[src/rtl/chain_tx_pkg.sv]
package chain_tx_pkg;
  typedef enum logic [1:0] {
    ST_IDLE = 2'd0,
    ST_LO   = 2'd1,
    ST_HI   = 2'd2,
    ST_HOLD = 2'd3
  } tx_state_e;
endpackage

[src/rtl/chain_tx_divider.sv]
module chain_tx_divider #(
  parameter int DIV_W = 8
) (
  input  logic             clk_i,
  input  logic             rst_ni,
  input  logic             load_i,
  input  logic             run_i,
  input  logic [DIV_W-1:0] div_i,
  output logic             tick_o
);
  logic [DIV_W-1:0] div_q, cnt_q;

  assign tick_o = run_i && (cnt_q == div_q);

  always_ff @(posedge clk_i or negedge rst_ni) begin
    if (!rst_ni) begin
      div_q <= '0;
      cnt_q <= '0;
    end else if (load_i) begin
      div_q <= div_i;
      cnt_q <= '0;
    end else if (!run_i || tick_o) begin
      cnt_q <= '0;
    end else begin
      cnt_q <= cnt_q + 1'b1;
    end
  end

  AST_CNT_BOUND: assert property (@(posedge clk_i) disable iff (!rst_ni)
    cnt_q <= div_q);
endmodule

[src/rtl/chain_tx_shifter.sv]
module chain_tx_shifter #(
  parameter int TOT = 14
) (
  input  logic           clk_i,
  input  logic           rst_ni,
  input  logic           load_i,
  input  logic           shift_i,
  input  logic [TOT-1:0] data_i,
  output logic           bit_o,
  output logic           last_o
);
  localparam int CW = $clog2(TOT);
  localparam logic [CW-1:0] LAST = CW'(TOT - 1);

  logic [TOT-1:0] sreg_q;
  logic [CW-1:0]  cnt_q;

  assign bit_o  = sreg_q[TOT-1];
  assign last_o = (cnt_q == LAST);

  always_ff @(posedge clk_i or negedge rst_ni) begin
    if (!rst_ni) begin
      sreg_q <= '0;
      cnt_q  <= '0;
    end else if (load_i) begin
      sreg_q <= data_i;
      cnt_q  <= '0;
    end else if (shift_i) begin
      sreg_q <= {sreg_q[TOT-2:0], 1'b0};
      cnt_q  <= cnt_q + 1'b1;
    end
  end

  AST_BITCNT_RANGE: assert property (@(posedge clk_i) disable iff (!rst_ni)
    cnt_q <= LAST);
  AST_NO_SHIFT_PAST_END: assert property (@(posedge clk_i) disable iff (!rst_ni)
    (shift_i && !load_i) |-> !last_o);
endmodule

[src/rtl/chain_frame_tx.sv]
module chain_frame_tx
  import chain_tx_pkg::*;
#(
  parameter int N_DEV  = 2,
  parameter int WORD_W = 7,
  parameter int DIV_W  = 8,
  localparam int TOT   = N_DEV * WORD_W
) (
  input  logic             clk_i,
  input  logic             rst_ni,
  input  logic             start_i,
  input  logic [DIV_W-1:0] div_i,
  input  logic [TOT-1:0]   codes_i,
  output logic             busy_o,
  output logic             done_o,
  output logic             cs_no,
  output logic             sclk_o,
  output logic             sdo_o
);
  tx_state_e state_q;
  logic      cs_n_q, sclk_q, done_q;
  logic      tick, last, accept, shift;

  assign accept = (state_q == ST_IDLE) && start_i;
  assign shift  = (state_q == ST_HI) && tick && !last;

  chain_tx_divider #(.DIV_W(DIV_W)) u_div (
    .clk_i (clk_i),
    .rst_ni(rst_ni),
    .load_i(accept),
    .run_i (state_q != ST_IDLE),
    .div_i (div_i),
    .tick_o(tick)
  );

  chain_tx_shifter #(.TOT(TOT)) u_shf (
    .clk_i  (clk_i),
    .rst_ni (rst_ni),
    .load_i (accept),
    .shift_i(shift),
    .data_i (codes_i),
    .bit_o  (sdo_o),
    .last_o (last)
  );

  always_ff @(posedge clk_i or negedge rst_ni) begin
    if (!rst_ni) begin
      state_q <= ST_IDLE;
      cs_n_q  <= 1'b1;
      sclk_q  <= 1'b0;
      done_q  <= 1'b0;
    end else begin
      done_q <= 1'b0;
      unique case (state_q)
        ST_IDLE: if (start_i) begin
          state_q <= ST_LO;
          cs_n_q  <= 1'b0;
        end
        ST_LO: if (tick) begin
          state_q <= ST_HI;
          sclk_q  <= 1'b1;
        end
        ST_HI: if (tick) begin
          sclk_q  <= 1'b0;
          state_q <= last ? ST_HOLD : ST_LO;
        end
        ST_HOLD: if (tick) begin
          state_q <= ST_IDLE;
          cs_n_q  <= 1'b1;
          done_q  <= 1'b1;
        end
        default: state_q <= ST_IDLE;
      endcase
    end
  end

  assign busy_o = (state_q != ST_IDLE);
  assign cs_no  = cs_n_q;
  assign sclk_o = sclk_q;
  assign done_o = done_q;

  AST_SDO_STABLE_HI: assert property (@(posedge clk_i) disable iff (!rst_ni)
    sclk_o |-> $stable(sdo_o));
  AST_SCLK_IN_WINDOW: assert property (@(posedge clk_i) disable iff (!rst_ni)
    sclk_o |-> !cs_no);
  AST_DONE_ONE_CYCLE: assert property (@(posedge clk_i) disable iff (!rst_ni)
    done_o |=> !done_o);
  AST_DONE_AT_CS_RISE: assert property (@(posedge clk_i) disable iff (!rst_ni)
    done_o |-> (cs_no && $past(!cs_no)));
  AST_BUSY_MATCHES_CS: assert property (@(posedge clk_i) disable iff (!rst_ni)
    busy_o |-> !cs_no);
endmodule

[config.mk]
export PLATFORM = sky130hd
export DESIGN_NAME = chain_frame_tx
export DESIGN_NICKNAME = d
export VERILOG_FILES = /design/src/rtl/chain_tx_pkg.sv /design/src/rtl/chain_tx_divider.sv /design/src/rtl/chain_tx_shifter.sv /design/src/rtl/chain_frame_tx.sv
export SDC_FILE = /design/constraint.sdc
export NUM_CORES = 1
export LEC_CHECK = 0
export ABC_AREA = 0
export BUFFER_PORTS_ARGS = -buffer_cell sky130_fd_sc_hd__clkbuf_2
export CORE_MARGIN = 10
export CORE_UTILIZATION = 60
export DETAILED_ROUTE_END_ITERATION = 16
export PLACE_DENSITY_LB_ADDON = 0.08
export SLEW_MARGIN = 20
export SYNTH_ARGS = -nofsm -noshare
export SYNTH_HDL_FRONTEND = slang
export SYNTH_HIERARCHICAL = 1
export SYNTH_SLANG_ARGS = --single-unit
[constraint.sdc]
create_clock -name clk_i -period 7.4 [get_ports clk_i]
set_clock_uncertainty 0.05 [all_clocks]
set_input_delay 0.37 -clock clk_i [delete_from_list [all_inputs] [get_ports clk_i]]
set_output_delay 0.37 -clock clk_i [all_outputs]
set_load 0.05 [all_outputs]
==> results.toml, run 1 <==
[power_and_ir_drop]
ir_drop_uv = 206
power_density_nw_per_um2 = 373
p_total_mw = 0.801
p_leak_nw = 0.942

[global_route]
grt_pass1_wl_um = 6300
grt_pass1_vias = 1416
antenna_found_initial = 0
grt_start_max_net_pins = 43
grt-ovfl-total = 0
gr-usage-all-layers = 0.127

[clocking]
clock_latency_ns = 0.34
post_cts_buffers = 0
clock-sinks = 39
cts_resized = 0
holdBufCountCts = 0
cts_tree = "built"
cts_buffers = 5
clkTransAtPathRegs_ns = 0.11
htree_levels = 2
root_buffer = "clkbuf_4"
clockBufferDepth = 2

[floorplan]
floorplan.rows = 20
start_util = 0.632
die_h_um = 76.7
die_area_um2 = 5880
num_io_pins = 30
core_area_um2 = 3050
dieWidth_um = 76.7

[yosys]
synth.distinct_cells = 37
synthArstFlopShare = 1.00
synth_enable_flop_cells = 0
synth-main-ff-cell = "dfrtp_1"
synth_area_um2 = 1930
synth_area_leaders = "dfrtp_1, mux2i_1, mux2_2"
yosysTopAreaCellShare = 0.493
syn_avg_cell_area_um2 = 11.3
syn_nets = 199
synth_top_cell_by_area = "dfrtp_1"
ys_warn_count = 6
yosysSeqAreaShare = 0.507
synthCells = 171
ys_seq_elements = 39

[detailed_routing]
wl_um = 3460
dr.first_iter.drc_count = 76
first_pass_iters = 4
postRouteAntennaNets = 0
drt-wirelength-per-cell_um = 14.2
vias_per_cell = 5.46
dr_total_vias = 1327
drc = 0

[placement]
gp_congestion = 0.845
portBuffers = 29
hpwlAfterDp_um = 2500
post-place-cells = 235

[min_path]
hold_class = "primary input to asynchronous set/reset pin"

[critical_path]
worst_ep_required_time_ns = 7.59
startpoint_type = "register"
crit_family = "simple AND/OR/NAND/NOR gates"
worst-setup-path-type = "register to register"
critical_path_buf_inv_count = 1
cp_slowest_cell = "nor4_4"
critical_path.max_fanout = 20
critPathMaxStageDelay_ns = 0.52
arrival_ns = 2.94
critical_path.endpoint_type = "register"
crit_path_cell_trace = "xor2_1 > nor4_4 > and3_1 > nand2_1 > nor3_2 > buf_4 > nand4_1 > mux2_4"

[sta]
fin_crit_sh = 0.372
hold_viol_final = 0
whs_ns = 0.0984
finalSetupTns_ns = 0
worst_pin_slew_ns = 0.933
slew_violations = 0
period_minus_slack_ns = 2.75
max_clock_freq_ghz = 0.364
timing.slew.headroom = 0.378
rsz0062_at_grt = "false"
setup_viol = 0

[finish]
mostFrequentLayoutCell = "dfrtp_1"
instances_no_fill = 243
final_cell_mix = "dfrtp_1, clkbuf_2, nand2_1"
area_delta_synth_final_pct = 11.3
fin_util = 0.703
n_antenna_cell = 0
nNetsFinal = 226
drive_above_1_share = 0.266

[run]
maxCapViolations = 0

[status]
status = "complete, no violations"
## registers in the layout, summed over array words and instances (netlist names)
name	count
cs_no	1
done_o	1
sclk_o	1
state_q	2
u_div/cnt_q	8
u_div/div_q	8
u_shf/cnt_q	4
u_shf/sreg_q	14
## power breakdown
group | internal (mW) | switching, mW
sequential | 0.309 | 0.0841
combinational | 0.129 | 0.155
clock | 0.0560 | 0.0672
## cell type report
cell class	instances	area, µm²
repair buffers	31	160
multi-input cells	117	870
fillers	236	907
well taps	44	55.1
inverters	4	15.0
flip-flops and latches	39	977
clock buffers	8	68.8
## final timing paths
check | start | end | slack, ns | cells after the start
max in group asynchronous | rst_ni | u_shf/sreg_q[8] | 6.62 | 1
min in group clk_i | codes_i[10] | u_shf/sreg_q[10] | 0.18 | 3
max reg2reg | u_div/cnt_q[3] | u_shf/cnt_q[3] | 4.65 | 8
min reg2reg | sclk_o | sclk_o | 0.48 | 1
max | u_div/cnt_q[3] | u_shf/cnt_q[3] | 4.65 | 8
min | rst_ni | done_o | 0.1 | 1
## cells in the mapped netlist, drive strengths merged, types with 3 or more instances
master	instances
a211oi	5
a21oi	4
a221oi	3
and3	3
buf	8
clkbuf	3
dfrtp	38
ha	3
inv	4
mux2	9
mux2i	15
nand2	16
nand2b	7
nand3	4
nor2	3
o21ai	17
or3	3
xor2	10
## logic make-up after synthesis
kind of cell	Yosys count	share of synthesized area
AOI/OAI and AO/OA	34	0.109
xor gates and xnor gates	12	0.0545
adders and majority gates	3	0.0195
buffers and inverters	15	0.0461
DFF	39	0.507
muxes	24	0.132
and+or+nand+nor	44	0.132
## layer usage
layer	share of wire	routed length [µm]	GRT usage	up-vias
met2	0.49	1690	0.205	28
met1	0.45	1550	0.154	638
met4	0.014	48	0.0465	0
met3	0.047	164	0.0420	7
li1	-	-	-	654
met5	0	0	0	-
## per-stage QoR
stage / worst slack (ns) / instance area [µm²]
floorplan: 4.96 / 1930
global placement: 4.80 / 2080
detailed placement: 4.70 / 2080
CTS: 4.67 / 2150
global route: 4.48 / 2150
finish: 4.65 / 2150
No activity file was read; power rests on OpenSTA's default activity.
==> run 2: changes to the inputs <==
--- a/config.mk
+++ b/config.mk
@@ -8,7 +8,7 @@
 export ABC_AREA = 0
 export BUFFER_PORTS_ARGS = -buffer_cell sky130_fd_sc_hd__clkbuf_2
 export CORE_MARGIN = 10
-export CORE_UTILIZATION = 60
+export CORE_UTILIZATION = 56
 export DETAILED_ROUTE_END_ITERATION = 16
 export PLACE_DENSITY_LB_ADDON = 0.08
 export SLEW_MARGIN = 20
==> constraint.sdc (replaced) <==
create_clock -name clk_i -period 2.6 [get_ports clk_i]
set_clock_uncertainty 0.05 [all_clocks]
set_input_delay 0.13 -clock clk_i [delete_from_list [all_inputs] [get_ports clk_i]]
set_output_delay 0.13 -clock clk_i [all_outputs]
set_load 0.05 [all_outputs]
==> results.toml, run 2 (synthesis gave the netlist of run 1 again) <==
[sta]
slew_violations = 0
fin_crit_sh = 0.855
rsz0062_at_grt = "false"
period_minus_slack_ns = 2.22
setup_viol = 0
hold_viol_final = 0
worst_pin_slew_ns = 0.943
whs_ns = 0.0317
timing.slew.headroom = 0.372
max_clock_freq_ghz = 0.450
finalSetupTns_ns = 0

[clocking]
cts_resized = 0
cts_buffers = 5
htree_levels = 2
cts_tree = "built"
clock-sinks = 39
root_buffer = "clkbuf_4"
clock_latency_ns = 0.36
clockBufferDepth = 2
clkTransAtPathRegs_ns = 0.13

[detailed_routing]
drt-wirelength-per-cell_um = 14.9
vias_per_cell = 5.31
dr_total_vias = 1440
drc = 0
wl_um = 4050
postRouteAntennaNets = 0
first_pass_iters = 4
dr.first_iter.drc_count = 124

[floorplan]
die_area_um2 = 6190
num_io_pins = 30
die_h_um = 78.7
floorplan.rows = 21
start_util = 0.578
core_area_um2 = 3340
dieWidth_um = 78.7

[run]
maxCapViolations = 0

[critical_path]
r2r_end = "u_shf/sreg_q[1]"
crit_start = "u_div/cnt_q[2]"
startpoint_type = "register"
worst_ep_required_time_ns = 2.79
critical_path.endpoint_type = "register"
worstReg2RegStart = "u_div/cnt_q[2]"
critical_path.max_fanout = 19
worst-setup-path-type = "register to register"
rrSetupSlack_ns = 0.38
reg2reg_depth = 8
arrival_ns = 2.42
worstSetupEndpoint = "u_shf/sreg_q[1]"

[placement]
hpwlAfterDp_um = 2770
gp_congestion = 0.861
portBuffers = 29
post-place-cells = 240

[finish]
instances_no_fill = 271
largest_reg_flops = 14
area_delta_synth_final_pct = 25.4
n_antenna_cell = 0
final_cell_mix = "dfrtp_1, clkbuf_2, dlygate4sd3_1"
fin_util = 0.725
nNetsFinal = 252
mostFrequentLayoutCell = "dfrtp_1"
regMostFlops = "u_shf/sreg_q"
reg_top3 = "u_shf/sreg_q: 14 flops, u_div/cnt_q: 8 flops, u_div/div_q: 8 flops"
drive_above_1_share = 0.253
fill_cells = 259

[global_route]
grt_pass1_vias = 1520
grt_start_max_net_pins = 40
grt-ovfl-total = 0
gr-usage-all-layers = 0.142
antenna_found_initial = 0
grt_pass1_wl_um = 7120

[min_path]
hold_class = "primary input to register"
min-delay-start = "start_i"

[power_and_ir_drop]
power_density_nw_per_um2 = 1010
p_leak_nw = 1.06
ir_drop_uv = 591
p_total_mw = 2.44

[status]
status = "complete, no violations"
-- run 2: timing repair --
action	CTS	global route
hold endpoints to repair	60	0
hold buffers	23	0
buffers inserted	0	0
endpoints found under the setup margin	0	0
-- run 2: metrics by stage --
step | worst slack (ns) | area (µm²)
after floorplan | 0.161 | 1930
after global placement | 0.483 | 2100
after detailed placement | 0.420 | 2100
after CTS | 0.388 | 2420
after global routing | 0.214 | 2420
final | 0.377 | 2420
-- run 2: worst min path at each step --
| stage | to | slack (ns) | cells past startpoint |
|---|---|---|---|
| 6_report | cs_no | 0.03 | 3 |
| 5_1_grt | cs_no | 0.05 | 3 |
| 4_1_cts | cs_no | 0.02 | 3 |
| 3_5_place_dp | state_q[1] | 0.27 | 1 |
| 3_3_place_gp | done_o | 0.26 | 1 |
| 2_1_floorplan | done_o | -0.22 | 0 |
-- run 2: cell type report --
class                           count  area [µm²]  share of cell area
Timing Repair Buffer               57         413               0.171
Sequential cell                    39         977               0.404
Clock inverter                      2        35.0              0.0145
Tap cell                           46        57.6              0.0238
Multi-Input combinational cell    117         870               0.360
Clock buffer                        6        51.3              0.0212
Inverter                            4        15.0             0.00621
-- run 2: worst max-delay path, cell delays in order, from the launching register on --
cell and delay (ns):
dfrtp_1 0.47, xor2_1 0.21, nor4_4 0.30, and3_1 0.23
nand2_1 0.07, nor3_2 0.15, buf_4 0.31, mux2i_1 0.24
o21ai_1 0.07
-- run 2: power breakdown --
part           switching (mW)  total (mW)  leakage, nW  internal (mW)
Clock                   0.204       0.431       0.0482          0.227
Sequential              0.246        1.13        0.475          0.880
Combinational           0.473       0.885        0.541          0.412
-- run 2: layer usage --
metal	track usage	share of wire
met1	0.158	0.42
met2	0.237	0.50
met3	0.0467	0.060
met4	0.0771	0.020
met5	0	0
